$ cat src/rtl/sect_addr_pkg.sv
package sect_addr_pkg;

  // Strobes from the control side to the address datapath.
  typedef struct packed {
    logic load;   // capture start fields
    logic step;   // advance address by one sector
  } addrStrobe_t;

endpackage

$ cat src/rtl/sect_addr_ctrl.sv
module sect_addr_ctrl
  import sect_addr_pkg::*;
#(
  parameter int CNT_W = 8
) (
  input  logic             clk,
  input  logic             rstN,
  input  logic             loadStart,
  input  logic             abortCmd,
  input  logic             sectorDone,
  input  logic [CNT_W-1:0] startCount,
  output addrStrobe_t      strobe,
  output logic [CNT_W-1:0] count,
  output logic             lastFlag
);

  localparam logic [CNT_W-1:0] CNT_ONE = CNT_W'(1);

  logic active;
  logic begun;
  logic accept;

  assign accept = active && sectorDone && !loadStart && !abortCmd;

  always_comb begin
    strobe.load = loadStart;
    strobe.step = accept && begun;
  end

  always_ff @(posedge clk or negedge rstN) begin
    if (!rstN) begin
      active   <= 1'b0;
      begun    <= 1'b0;
      count    <= '0;
      lastFlag <= 1'b0;
    end else if (loadStart) begin
      active   <= 1'b1;
      begun    <= 1'b0;
      count    <= startCount;
      lastFlag <= 1'b0;
    end else if (abortCmd) begin
      active   <= 1'b0;
    end else if (accept) begin
      count <= count - CNT_ONE;
      begun <= 1'b1;
      if (count == CNT_ONE) begin
        lastFlag <= 1'b1;
        active   <= 1'b0;
      end
    end
  end

  // every accepted pulse lowers the count by exactly one
  p_count_step_r3: assert property (@(posedge clk) disable iff (!rstN)
    accept |=> count == $past(count) - CNT_ONE);

  // the done flag holds until a new load
  p_last_sticky_r8: assert property (@(posedge clk) disable iff (!rstN)
    (lastFlag && !loadStart) |=> lastFlag);

  // an idle stepper keeps its count
  p_idle_hold_r9: assert property (@(posedge clk) disable iff (!rstN)
    (!active && !loadStart) |=> $stable(count));

  // no address step happens in the cycle right after a load
  p_first_hold_r2: assert property (@(posedge clk) disable iff (!rstN)
    loadStart |=> !strobe.step);

endmodule

$ cat src/rtl/sect_addr_path.sv
module sect_addr_path
  import sect_addr_pkg::*;
#(
  parameter int SECT_W    = 8,
  parameter int HEAD_W    = 4,
  parameter int CYLB_W    = 8,
  parameter int CLASSIC_W = 10
) (
  input  logic              clk,
  input  logic              rstN,
  input  addrStrobe_t       strobe,
  input  logic              lbaMode,
  input  logic              wideCyl,
  input  logic [SECT_W-1:0] sectorsPerTrack,
  input  logic [HEAD_W-1:0] lastHead,
  input  logic [SECT_W-1:0] startSector,
  input  logic [HEAD_W-1:0] startHead,
  input  logic [CYLB_W-1:0] startCylLo,
  input  logic [CYLB_W-1:0] startCylHi,
  output logic [SECT_W-1:0] sector,
  output logic [HEAD_W-1:0] head,
  output logic [CYLB_W-1:0] cylLo,
  output logic [CYLB_W-1:0] cylHi
);

  localparam int CYL_W = 2 * CYLB_W;
  localparam int LBA_W = HEAD_W + CYL_W + SECT_W;

  logic [CYL_W-1:0]  cylNow;
  logic [CYL_W-1:0]  cylWideNext;
  logic [CYL_W-1:0]  cylClassicNext;
  logic [CYL_W-1:0]  cylNext;
  logic [LBA_W-1:0]  lbaNow;
  logic [LBA_W-1:0]  lbaNext;
  logic [SECT_W-1:0] chsSector;
  logic [HEAD_W-1:0] chsHead;
  logic [CYL_W-1:0]  chsCyl;
  logic              sectWrap;
  logic              headWrap;

  assign cylNow      = {cylHi, cylLo};
  assign cylWideNext = cylNow + CYL_W'(1);

  // Classic cylinder: only the low CLASSIC_W bits count.
  generate
    if (CLASSIC_W < CYL_W) begin : g_classic_split
      logic [CLASSIC_W-1:0] lowPart;
      assign lowPart        = cylNow[CLASSIC_W-1:0] + CLASSIC_W'(1);
      assign cylClassicNext = {cylNow[CYL_W-1:CLASSIC_W], lowPart};
    end else begin : g_classic_full
      assign cylClassicNext = cylWideNext;
    end
  endgenerate

  assign cylNext = wideCyl ? cylWideNext : cylClassicNext;

  // Geometric carry chain: sector, then head, then cylinder.
  always_comb begin
    sectWrap  = (sector >= sectorsPerTrack);
    headWrap  = (head == lastHead);
    chsSector = sector + SECT_W'(1);
    chsHead   = head;
    chsCyl    = cylNow;
    if (sectWrap) begin
      chsSector = SECT_W'(1);
      if (headWrap) begin
        chsHead = '0;
        chsCyl  = cylNext;
      end else begin
        chsHead = head + HEAD_W'(1);
      end
    end
  end

  assign lbaNow  = {head, cylHi, cylLo, sector};
  assign lbaNext = lbaNow + LBA_W'(1);

  always_ff @(posedge clk or negedge rstN) begin
    if (!rstN) begin
      sector <= '0;
      head   <= '0;
      cylLo  <= '0;
      cylHi  <= '0;
    end else if (strobe.load) begin
      sector <= startSector;
      head   <= startHead;
      cylLo  <= startCylLo;
      cylHi  <= startCylHi;
    end else if (strobe.step) begin
      if (lbaMode) begin
        {head, cylHi, cylLo, sector} <= lbaNext;
      end else begin
        sector         <= chsSector;
        head           <= chsHead;
        {cylHi, cylLo} <= chsCyl;
      end
    end
  end

  // below the track limit only the sector field moves
  p_sector_step_r4: assert property (@(posedge clk) disable iff (!rstN)
    (strobe.step && !strobe.load && !lbaMode && sector != '0 && sector < sectorsPerTrack)
      |=> (sector == $past(sector) + SECT_W'(1)) && $stable(head) && $stable(cylLo));

  // a sector wrap on the last head returns to head 0, sector 1
  p_head_wrap_r5: assert property (@(posedge clk) disable iff (!rstN)
    (strobe.step && !strobe.load && !lbaMode && sector == sectorsPerTrack && head == lastHead)
      |=> (head == '0) && (sector == SECT_W'(1)));

  // a classic cylinder leaves the upper bits of the high byte alone
  p_classic_keep_r6: assert property (@(posedge clk) disable iff (!rstN)
    (strobe.step && !strobe.load && !lbaMode && !wideCyl)
      |=> cylHi[CYLB_W-1:CLASSIC_W-CYLB_W] == $past(cylHi[CYLB_W-1:CLASSIC_W-CYLB_W]));

  // the linear view moves the joined fields up by one
  p_lba_step_r7: assert property (@(posedge clk) disable iff (!rstN)
    (strobe.step && !strobe.load && lbaMode)
      |=> {head, cylHi, cylLo, sector} == $past({head, cylHi, cylLo, sector}) + LBA_W'(1));

endmodule

$ cat src/rtl/sect_addr_stepper.sv
module sect_addr_stepper
  import sect_addr_pkg::*;
#(
  parameter int SECT_W    = 8,
  parameter int HEAD_W    = 4,
  parameter int CYLB_W    = 8,
  parameter int CLASSIC_W = 10,
  parameter int CNT_W     = 8
) (
  input  logic              clk,
  input  logic              rstN,
  input  logic              loadStart,
  input  logic              abortCmd,
  input  logic              sectorDone,
  input  logic              lbaMode,
  input  logic              wideCyl,
  input  logic [SECT_W-1:0] sectorsPerTrack,
  input  logic [HEAD_W-1:0] lastHead,
  input  logic [SECT_W-1:0] startSector,
  input  logic [HEAD_W-1:0] startHead,
  input  logic [CYLB_W-1:0] startCylLo,
  input  logic [CYLB_W-1:0] startCylHi,
  input  logic [CNT_W-1:0]  startCount,
  output logic [SECT_W-1:0] curSector,
  output logic [HEAD_W-1:0] curHead,
  output logic [CYLB_W-1:0] curCylLo,
  output logic [CYLB_W-1:0] curCylHi,
  output logic [CNT_W-1:0]  curCount,
  output logic              lastSector
);

  addrStrobe_t strobe;

  sect_addr_ctrl #(
    .CNT_W(CNT_W)
  ) ctrl_i (
    .clk       (clk),
    .rstN      (rstN),
    .loadStart (loadStart),
    .abortCmd  (abortCmd),
    .sectorDone(sectorDone),
    .startCount(startCount),
    .strobe    (strobe),
    .count     (curCount),
    .lastFlag  (lastSector)
  );

  sect_addr_path #(
    .SECT_W   (SECT_W),
    .HEAD_W   (HEAD_W),
    .CYLB_W   (CYLB_W),
    .CLASSIC_W(CLASSIC_W)
  ) path_i (
    .clk            (clk),
    .rstN           (rstN),
    .strobe         (strobe),
    .lbaMode        (lbaMode),
    .wideCyl        (wideCyl),
    .sectorsPerTrack(sectorsPerTrack),
    .lastHead       (lastHead),
    .startSector    (startSector),
    .startHead      (startHead),
    .startCylLo     (startCylLo),
    .startCylHi     (startCylHi),
    .sector         (curSector),
    .head           (curHead),
    .cylLo          (curCylLo),
    .cylHi          (curCylHi)
  );

endmodule

$ cat config.mk
export PLATFORM = sky130hd
export DESIGN_NAME = sect_addr_stepper
export DESIGN_NICKNAME = d
export VERILOG_FILES = /design/src/rtl/sect_addr_pkg.sv /design/src/rtl/sect_addr_ctrl.sv /design/src/rtl/sect_addr_path.sv /design/src/rtl/sect_addr_stepper.sv
export SDC_FILE = /design/constraint.sdc
export NUM_CORES = 1
export LEC_CHECK = 0
export BUFFER_PORTS_ARGS = -buffer_cell sky130_fd_sc_hd__buf_2
export CAP_MARGIN = 20
export CORE_MARGIN = 3
export CORE_UTILIZATION = 50
export DETAILED_ROUTE_END_ITERATION = 7
export PLACE_DENSITY = 0.84
export SYNTH_ARGS = -nofsm -noshare
export SYNTH_HDL_FRONTEND = slang
export SYNTH_HIERARCHICAL = 1
export SYNTH_SLANG_ARGS = --single-unit
export TNS_END_PERCENT = 10
$ cat constraint.sdc
create_clock -name clk -period 5.9 [get_ports clk]
set_input_delay 0 -clock clk [delete_from_list [all_inputs] [get_ports clk]]
set_output_delay 0 -clock clk [all_outputs]
set_load 0.02 [all_outputs]
==> metrics <==
status finished, final reports clean; max_cap viols 0; Endpoint, Worst Hold path_i/cylLo[3]$_DFFE_PN0P_; # clock sinks 39; post-synth net total 433; total negative slack 0 ns; Fmax achieved 0.357 GHz; area share of the largest cell type after synthesis 32.2%; Multi-input gate area 1890 sq um; PD cells 212 nW/um^2; critical path capture point type register; Synth cell types 60; slowest cell delay on critical path 0.79 ns; Nets 544; Post-synth top flop dfrtp_1; final period utilization 47.5%; EDFF count, synth 0; gr usage total 24.8%; setup ws final 3.10 ns; YS warnings 6; met3 WL 688 um; Crit path depth 5; Avg Synthesized Cell Area 8.31 sq um; post-synthesis register bit count 39; maximum vdd ir drop 0.121 mV; initial core utilization 53.5%; Finished Core Util 68.8%; met1 wire length 3670 um; Design Power 0.827 mW; CP Max Fanout 26; sequential area share after synthesis 32.2%; cell taking the most area after synthesis dfrtp_1; drt initial violations 284; Post-Layout Inst Area 3910 sq um; antenna violations before repair 0; startpoint of the worst hold path startCylLo[3]; worst reg-to-reg path cell count 5; Slew headroom 38.3%; I/O Buffers 91; Clock transition at path regs 0.08 ns; layout cell share with drive strength beyond 1 23.9%; Final Max Tran Viols 0; WP buf/inv 0; Fin. Hold Viols 0; Slew @ Worst Pin 0.925 ns; die height 83.9 um; hpwl dp 6170 um; Antenna Nets Post-Route 0; routed vias/inst 5.99; Worst setup SP type register; Seq. cell area 976 sq um; gr ovfl total 0; routability cong. 0.864; routed via count 3286; global-route wire length before repair 14600 um; CP max-delay cell and3_1; Cell Area, Synth 3030 sq um; IO Count 92; crit-path cells and3b_2, and3_1, nand4_1, or4b_1, a31oi_1; TritonCTS clock tree yes; Mapped Cells 365; Root Driver clkbuf_8; fraction of registers with async set/reset 100%; hold path cells 3; Lkg Pwr 1.79 nW; row cnt 27; Routed WL per cell 16.0 um; CP arrival 3.00 ns; CP top delay family simple AND/OR/NAND/NOR gates; Routed Wire Length 8790 um; Post-CTS Setup Repair Bufs 0; number of CTS-inserted buffers 5; RR Startpoint ctrl_i/active$_DFFE_PN0P_; ANT cells 0; drt pass-1 iters 6; Placed Area 3500 sq um; pin count of the biggest net entering global routing 53; post-layout min period 2.80 ns; fillers 481; r2r endpoint path_i/cylHi[1]$_DFFE_PN0P_; Longest Clk Path Bufs 2; CP Class reg -> reg; die area 7040 sq um; vias in the first global route 3045; area delta synth->final 28.7%; DR top layer met4; RSZ-0062 raised after global routing false; total core area 5680 sq um; chip width 83.9 um; metal2 WL 4330 um; Residual DRC 0; top cells by area in the synthesized netlist dfrtp_1 32%, ha_1 5.4%, o21ai_0 4.9%, nand2_1 4.3%, nor2_1 4.1%; H-tree levels 2; Reg2Reg Setup Slack 3.10 ns; worst hold path type in -> reg; clock skew 0.0137 ns; clk_lat worst skew 0.29 ns; final setup fails 0; worst path required time 6.10 ns; post-place setup slack 3.17 ns
==> how the worst max path moves through the flow <==
stage	startpoint	end	slack [ns]
after floorplan	path_i/sector[0]$_DFFE_PN0P_	path_i/cylHi[0]$_DFFE_PN0P_	3.60
after global placement	ctrl_i/active$_DFFE_PN0P_	path_i/cylHi[1]$_DFFE_PN0P_	3.29
after detailed placement	ctrl_i/active$_DFFE_PN0P_	path_i/cylHi[1]$_DFFE_PN0P_	3.17
after CTS	ctrl_i/active$_DFFE_PN0P_	path_i/cylHi[1]$_DFFE_PN0P_	3.14
after global routing	ctrl_i/active$_DFFE_PN0P_	path_i/cylHi[1]$_DFFE_PN0P_	2.89
final	ctrl_i/active$_DFFE_PN0P_	path_i/cylHi[1]$_DFFE_PN0P_	3.10
==> through the flow <==
stage               hold WS, ns  instances
floorplan                -0.296        365
global placement          0.186        512
detailed placement        0.191        512
CTS                     0.00415        549
global route             0.0402        549
finish                   0.0152        549
==> timing repair <==
action                                 in CTS  in global routing
hold buffers                               29                  0
gates resized for setup                     0                  0
endpoints found under the hold margin      67                  0
==> logic make-up (layout without fill, tap and decap cells) <==
family	count (synthesis)	after routing	synth area share, %
multiplexers	5	5	1.73
adder cells (fa/ha/maj)	13	13	5.36
AO/OA/AOI/OAI	109	109	24.4
flip-flops	39	39	32.2
buffers and inverters	40	152	5.69
AND/OR/NAND/NOR	150	150	27.8
XOR/XNOR	9	9	2.85
==> cell usage after synthesis (all sizes together) (6+ instances only) <==
cell / number
ha: 13
o21a: 6
o21ai: 30
inv: 24
dfrtp: 39
o31ai: 8
a31oi: 15
a21oi: 14
nor4: 8
buf: 7
nor2: 33
nand2: 35
xor2: 6
and3: 13
nand3: 16
nor3: 8
clkbuf: 9
==> per-layer routing <==
| layer | vias to the layer above | global-route usage [%] |
|---|---|---|
| met2 | 176 | 42.3 |
| met3 | 14 | 4.05 |
| met1 | 1516 | 32.6 |
| met5 | - | 0 |
| met4 | 0 | 6.29 |
| li1 | 1580 | - |
==> registers in the layout, indices dropped and copies added, names as in the netlist <==
register / count
ctrl_i/active: 1
ctrl_i/begun: 1
ctrl_i/count: 8
ctrl_i/lastFlag: 1
path_i/cylHi: 8
path_i/cylLo: 8
path_i/head: 4
path_i/sector: 8
==> worst register-to-register path: cells and delay by family, from the launching register on <==
family	cells	cell delay, ns
flops	1	0.41
simple gates	4	2.12
compound gates	1	0.19
==> where the power goes <==
part           total (mW)  internal [mW]  switching [mW]
clock network       0.236          0.137          0.0986
registers           0.338          0.293          0.0451
logic               0.253          0.106           0.147
total               0.827          0.536           0.290
==> cell type report <==
class,instances,share of cell area (%)
multi-input cells,286,48.3
flip-flops and latches,39,25.0
repair buffers,120,19.1
inverters,24,2.31
well taps,72,2.31
clock buffers,6,2.11
clock inverters,2,0.897
==> layout by cell type, fill, tap and decap left out, types with 3 or more instances in the layout <==
cell type	synthesis	layout
buf_2	3	91
dfrtp_1	39	39
nand2_1	35	35
nor2_1	33	33
o21ai_0	30	30
dlygate4sd3_1	0	29
inv_1	23	23
a31oi_1	15	15
nand3_1	15	15
a21oi_1	14	14
and3_1	13	13
ha_1	13	13
o31ai_1	8	8
nor3_1	7	7
clkbuf_8	0	6
nor4_1	6	6
o21a_1	6	6
nand4_1	5	5
nand2b_1	5	5
xor2_1	5	5
o31a_1	5	5
or4_1	4	4
and4_1	4	4
or3_1	4	4
a2bb2oi_1	4	4
a22oi_1	4	4
a41oi_1	4	4
and2_1	3	3
mux2i_1	3	3
xnor2_1	3	3
and4b_1	3	3
Power figures use the tool's default switching activity.
